File: src/rtl/os_pkg.sv
package os_pkg;

  typedef struct packed {
    logic a_n;
    logic b;
    logic clr_n;
  } os_ctl_t;

  localparam int CTL_W = $bits(os_ctl_t);

  // Idle levels: no trigger asserted, clear released.
  localparam os_ctl_t CTL_IDLE = '{a_n: 1'b1, b: 1'b0, clr_n: 1'b1};

  typedef enum logic [1:0] {
    SRC_NONE = 2'd0,
    SRC_A    = 2'd1,
    SRC_B    = 2'd2,
    SRC_CLR  = 2'd3
  } os_src_e;

endpackage

File: src/rtl/os_sync.sv
module os_sync #(
  parameter int               WIDTH   = 3,
  parameter int               STAGES  = 2,
  parameter logic [WIDTH-1:0] RST_VAL = '0
) (
  input  logic             clk,
  input  logic             rst_n,
  input  logic [WIDTH-1:0] d,
  output logic [WIDTH-1:0] q
);

  logic [STAGES-1:0][WIDTH-1:0] stage_q;

  always_ff @(posedge clk or negedge rst_n) begin
    if (!rst_n) begin
      for (int i = 0; i < STAGES; i++) stage_q[i] <= RST_VAL;
    end else begin
      stage_q[0] <= d;
      for (int i = 1; i < STAGES; i++) stage_q[i] <= stage_q[i-1];
    end
  end

  assign q = stage_q[STAGES-1];

endmodule

File: src/rtl/os_trig_qual.sv
module os_trig_qual
  import os_pkg::*;
(
  input  logic    clk,
  input  logic    rst_n,
  input  os_ctl_t cur,
  input  logic    busy,
  output logic    fire
);

  os_ctl_t prev_q;
  logic    arm_q;
  os_src_e src;

  logic a_fall, b_rise, c_rise;
  logic hit_a, hit_b, hit_c;

  always_ff @(posedge clk or negedge rst_n) begin
    if (!rst_n) prev_q <= CTL_IDLE;
    else        prev_q <= cur;
  end

  assign a_fall = prev_q.a_n & ~cur.a_n;
  assign b_rise = ~prev_q.b & cur.b;
  assign c_rise = ~prev_q.clr_n & cur.clr_n;

  assign hit_a = a_fall & cur.b & cur.clr_n;
  assign hit_b = b_rise & ~cur.a_n & cur.clr_n;
  assign hit_c = c_rise & ~cur.a_n & cur.b & arm_q;

  always_comb begin
    if (hit_a)      src = SRC_A;
    else if (hit_b) src = SRC_B;
    else if (hit_c) src = SRC_CLR;
    else            src = SRC_NONE;
  end

  assign fire = (src != SRC_NONE) & ~busy;

  // Clear-release arming: set by a B rise under clear, consumed by a start.
  always_ff @(posedge clk or negedge rst_n) begin
    if (!rst_n)                      arm_q <= 1'b0;
    else if (fire || !cur.b)         arm_q <= 1'b0;
    else if (b_rise && !cur.clr_n)   arm_q <= 1'b1;
  end

  // arming never survives a low B level
  assert_arm_drop_R7: assert property (@(posedge clk) disable iff (!rst_n)
    !cur.b |=> !arm_q);

  // arming only appears after a cycle with clear held low
  assert_arm_under_clear_R4: assert property (@(posedge clk) disable iff (!rst_n)
    $rose(arm_q) |-> !$past(cur.clr_n));

endmodule

File: src/rtl/os_pulse_timer.sv
module os_pulse_timer #(
  parameter int LEN_W = 8
) (
  input  logic             clk,
  input  logic             rst_n,
  input  logic             fire,
  input  logic [LEN_W-1:0] len,
  input  logic             clr_ok,
  output logic             busy
);

  localparam logic [LEN_W-1:0] ONE = LEN_W'(1);

  logic             run_q;
  logic [LEN_W-1:0] cnt_q;

  always_ff @(posedge clk or negedge rst_n) begin
    if (!rst_n) begin
      run_q <= 1'b0;
      cnt_q <= '0;
    end else if (!clr_ok) begin
      run_q <= 1'b0;
      cnt_q <= '0;
    end else if (run_q) begin
      if (cnt_q == ONE) run_q <= 1'b0;
      cnt_q <= cnt_q - ONE;
    end else if (fire && (len != '0)) begin
      run_q <= 1'b1;
      cnt_q <= len;
    end
  end

  assign busy = run_q;

  // a low clear ends any pulse on the next edge
  assert_clear_stops_R3: assert property (@(posedge clk) disable iff (!rst_n)
    !clr_ok |=> !run_q);

  // a running pulse only counts down, whatever the triggers do
  assert_no_retrigger_R5: assert property (@(posedge clk) disable iff (!rst_n)
    (run_q && clr_ok && cnt_q != ONE) |=> (run_q && cnt_q == $past(cnt_q) - ONE));

  // the width is captured at the start of the pulse
  assert_width_latched_R9: assert property (@(posedge clk) disable iff (!rst_n)
    $rose(run_q) |-> (cnt_q == $past(len)));

  // zero width never starts a pulse
  assert_zero_width_R10: assert property (@(posedge clk) disable iff (!rst_n)
    (fire && len == '0 && !run_q) |=> !run_q);

endmodule

File: src/rtl/oneshot_pulse_gen.sv
module oneshot_pulse_gen
  import os_pkg::*;
#(
  parameter int LEN_W       = 8,
  parameter int SYNC_STAGES = 2
) (
  input  logic             clk,
  input  logic             rst_n,
  input  logic             trig_a_n,
  input  logic             trig_b,
  input  logic             clear_n,
  input  logic [LEN_W-1:0] pulse_len,
  output logic             q,
  output logic             q_n
);

  os_ctl_t raw_ctl;
  os_ctl_t sync_ctl;
  logic    fire;
  logic    busy;

  assign raw_ctl = '{a_n: trig_a_n, b: trig_b, clr_n: clear_n};

  os_sync #(
    .WIDTH  (CTL_W),
    .STAGES (SYNC_STAGES),
    .RST_VAL(CTL_IDLE)
  ) u_sync (
    .clk  (clk),
    .rst_n(rst_n),
    .d    (raw_ctl),
    .q    (sync_ctl)
  );

  os_trig_qual u_qual (
    .clk  (clk),
    .rst_n(rst_n),
    .cur  (sync_ctl),
    .busy (busy),
    .fire (fire)
  );

  os_pulse_timer #(
    .LEN_W(LEN_W)
  ) u_timer (
    .clk   (clk),
    .rst_n (rst_n),
    .fire  (fire),
    .len   (pulse_len),
    .clr_ok(sync_ctl.clr_n),
    .busy  (busy)
  );

  assign q   = busy;
  assign q_n = ~busy;

  // a trigger taken in the last high cycle does not restart the pulse
  assert_final_cycle_R11: assert property (@(posedge clk) disable iff (!rst_n)
    (busy && fire) |-> 1'b0);

endmodule

File: config.mk
export PLATFORM = sky130hd
export DESIGN_NAME = oneshot_pulse_gen
export DESIGN_NICKNAME = d
export VERILOG_FILES = /design/src/rtl/os_pkg.sv /design/src/rtl/os_sync.sv /design/src/rtl/os_trig_qual.sv /design/src/rtl/os_pulse_timer.sv /design/src/rtl/oneshot_pulse_gen.sv
export SDC_FILE = /design/constraint.sdc
export NUM_CORES = 1
export LEC_CHECK = 0
export BUFFER_PORTS_ARGS = -buffer_cell sky130_fd_sc_hd__buf_2
export CAP_MARGIN = 25
export CELL_PAD_IN_SITES_DETAIL_PLACEMENT = 1
export CELL_PAD_IN_SITES_GLOBAL_PLACEMENT = 1
export CORE_MARGIN = 4
export CORE_UTILIZATION = 38
export CTS_CLUSTER_DIAMETER = 40
export DETAILED_ROUTE_END_ITERATION = 16
export PLACE_DENSITY_LB_ADDON = 0.1
export SLEW_MARGIN = 20
export SYNTH_ARGS = -nofsm -noshare
export SYNTH_HDL_FRONTEND = slang
export SYNTH_HIERARCHICAL = 1
export SYNTH_SLANG_ARGS = --single-unit
File: constraint.sdc
create_clock -name clk -period 1.8 [get_ports clk]
set_input_delay 0.09 -clock clk [delete_from_list [all_inputs] [get_ports clk]]
set_output_delay 0.09 -clock clk [all_outputs]
set_load 0.03 [all_outputs]
==> impl_metrics.yaml <==
outcome:
  run_status: "finished clean"
detailed_routing:
  via_count: 775
  route.antenna.remaining_nets: 0
  via_cell_ratio: 5.74
  route.final.wire_length_um: 2320
  drt_first_pass_iters: 4
  drt-initial-drc-count: 16
  route.detailed.drc: 0
  wire_per_inst_um: 17.2
critical_path:
  worst_reg_to_reg_path_cell_count: 4
  critPathLaunchType: "register"
  cp.required_ns: 2.05
  crit_path_top_delay_cell: "or4b_1"
  critPathTopFamily: "simple AND/OR/NAND/NOR gates"
  slowest_delay_ns: 0.61
  critPathBufInv: 0
  critical_path_depth: 4
  crit_path_cell_trace: "or4b_1, nor3_2, mux2_2, nor2_1"
  cp_max_fo: 5
  crit_path_end_kind: "register"
  critical_path_class: "reg2reg"
  arrival_ns: 1.98
synth:
  ys_types: 32
  share_of_the_synthesized_netlist_area_taken_by_xor_and_xnor_gates_pct: 1.89
  post_synth_fa_ha_maj_area_fraction_pct: 2.71
  netlist_instances: 83
  synth_compound_gate_area_share_pct: 20.3
  mappedNetlistArea_um2: 925
  muxShareOfSynthArea_pct: 1.22
  synth_fp_nets: 98
  yosys.area_share.simple_pct: 15.4
  ys_seq_area_share_pct: 52.2
  synth_warn: 6
  main_combinational_cell_family_by_area_after_synthesis: "compound AO/OA/AOI/OAI gates"
  postSynthAreaPerCell_um2: 11.1
  synth.ff_latch_count: 19
clock_network:
  cts_htree_levels: 1
  cts_sinks: 19
  clock_pin_transition_on_the_worst_setup_and_hold_timing_paths_ns: 0.11
  cts.path.max_buffers: 2
  ctsRootBufferMaster: "clkbuf_4"
  cts_tree: "yes"
  clkLatencyLatePin_ns: 0.31
  clock_buffers_created_by_tritoncts: 3
sta:
  final-hold-violation-count: 0
  post-route-min-period_ns: 1.74
  report.final.setup_viol: 0
  final.setup_skew_ns: 0.00958
  final-max-slew-violation-count: 0
  setup_ws_ns: 0.0643
  timing.fmax_ghz: 0.576
  timing_worst_slew_pin_value_ns: 0.428
  setup_repair_after_global_routing_missed_its_margin: "true"
  final_min_period_over_clock_period_pct: 96.4
  relSlewSlack_pct: 71.4
cells_and_area:
  mostFrequentLayoutCell: "buf_2"
  final_layout_size_suffix_gt1_share_pct: 42.1
  diodes: 0
  multi_input_area_um2: 427
  most-common-layout-cells: "buf_2, dfrtp_1, inv_1, nor2_1, dfstp_2"
  ff_latch_area_um2: 484
  fin_nets: 123
  layout.cell_area.non_filler_um2: 1160
  area_growth_pct: 25.6
  final.fill_count: 267
global_routing:
  groute.usage.overall_pct: 14.2
  grt_antenna_before_repair: 0
  globalRoute.totalOverflow: 0
  grt_max_degree: 20
  grt_pass1_vias: 734
  grt_pass1_wl_um: 3510
power:
  fin_total_pwr_uw: 887
  seq_power_share_pct: 54.4
  switching_share_pct: 28.8
  ir_worst_vdd_mv: 0.568
  power_per_cell_area_nw_per_um2: 764
  net_switching_power_uw: 256
  power.clock.fraction_pct: 25.1
  combinationalPowerShare_pct: 20.5
  internal-power_uw: 631
  power.leakage_uw: 0.000501
flow_run:
  cap_viol_max_count: 0
floorplan:
  start_util_pct: 41.0
  placement_rows: 17
  design.portCount: 15
  placeableCoreArea_um2: 2250
  die_outline_area_um2: 3290
  die_w_um: 57.3
  die_height_um: 57.3
placed_design:
  post-dp-hpwl_um: 1620
  worst_setup_slack_post_dpl_ns: 0.0135
  placement.cell_area_um2: 1040
  io_buffer_count: 14
  finalWeightedCongestion: 0.774
hold_path:
  worst_hold_path_depth: 3
  worstHoldPathType: "in2reg"
[state kept, by name, indices dropped and copies added, names as in the netlist]
name	count
u_sync/stage_q	3
u_qual/prev_q	3
u_timer/busy	1
u_qual/arm_q	1
u_timer/cnt_q	8
u_sync/q	3
[cell usage after synthesis, drive strengths merged]
master	n	share of area (%)
dfrtp	13	35
and3	1	0.68
or4b	1	1.1
and2	1	0.68
buf	4	3.0
o21ai	4	2.6
or4	3	3.7
o21bai	1	0.81
a21oi	5	2.7
mux2	1	1.2
inv	8	3.2
o311a	1	1.1
a2111oi	1	1.6
a211o	1	0.95
nor2b	2	1.4
nor3	2	1.1
o311ai	1	0.95
xnor2	2	1.9
a221oi	3	2.8
ha	2	2.7
dfstp	6	17
a211oi	5	4.1
nor4	3	2.7
o41ai	2	2.7
nor2	8	3.2
nand3	1	0.54
nand2	1	0.41
[through the flow]
stage / setup TNS [ns] / std cells / utilization, % / hold WS [ns]
after floorplan: 0 / 83 / - / -0.206
after global placement: 0 / 125 / 45.9 / 0.0524
after detailed placement: 0 / 125 / 45.9 / 0.0531
after CTS: 0 / 134 / 49.4 / 0.0786
after global routing: -0.0791 / 135 / 51.5 / 0.0802
final: 0 / 135 / 51.5 / 0.105
[logic make-up after synthesis]
kind of cell / after synthesis
flops: 19
mux: 1
fa+ha+maj: 2
buf+inv: 12
simple gates: 23
compound gates: 24
xor+xnor: 2
[power groups by stage]
stage	registers (µW)	logic (µW)	clock network (µW)
CTS	480	172	237
global route	486	199	256
global placement	487	158	0
floorplan	485	104	0
finish	482	182	223
detailed placement	488	162	0
[tightest hold or removal path, cell delays in order]
cell	delay (ns)
buf_2	0.13
nor2_1	0.11
nor4_1	0.06
[what timing repair did]
action | 4_1_cts | 5_1_grt
resized for setup | 1 | 9
setup buffers | 1 | 1
pin swaps | 0 | 6
endpoints found under the setup margin | 1 | 5
hold buffers | 4 | 0
endpoints found under the hold margin | 16 | 0
[routing by layer]
layer  share of wire, %  GRT usage [%]  vias up
li1                   -              -      353
met1                 44           19.1      394
met2                 49           22.7       26
met3                5.7           3.39        2
met4               0.69           3.97        0
met5                  0              0        -
[final timing paths]
kind	start	slack, ns	endpoint
worst min-delay path	pulse_len[2]	0.10	u_timer/cnt_q[2]
max in group asynchronous	rst_n	1.22	u_sync/q[0]
worst max-delay path	u_timer/cnt_q[2]	0.06	u_timer/cnt_q[5]
worst max register to register	u_timer/cnt_q[2]	0.06	u_timer/cnt_q[5]
min in group asynchronous	rst_n	0.23	u_qual/arm_q
worst min register to register	u_sync/stage_q[1]	0.35	u_sync/q[1]
[layout make-up]
class                   instances  share of cell area [%]
clock buffers                   4                    2.26
repair buffers                 24                    13.7
multi-input cells              52                    36.7
flip-flops and latches         19                    41.7
well taps                      28                    3.02
inverters                       8                    2.59
Power figures use the tool's default switching activity.
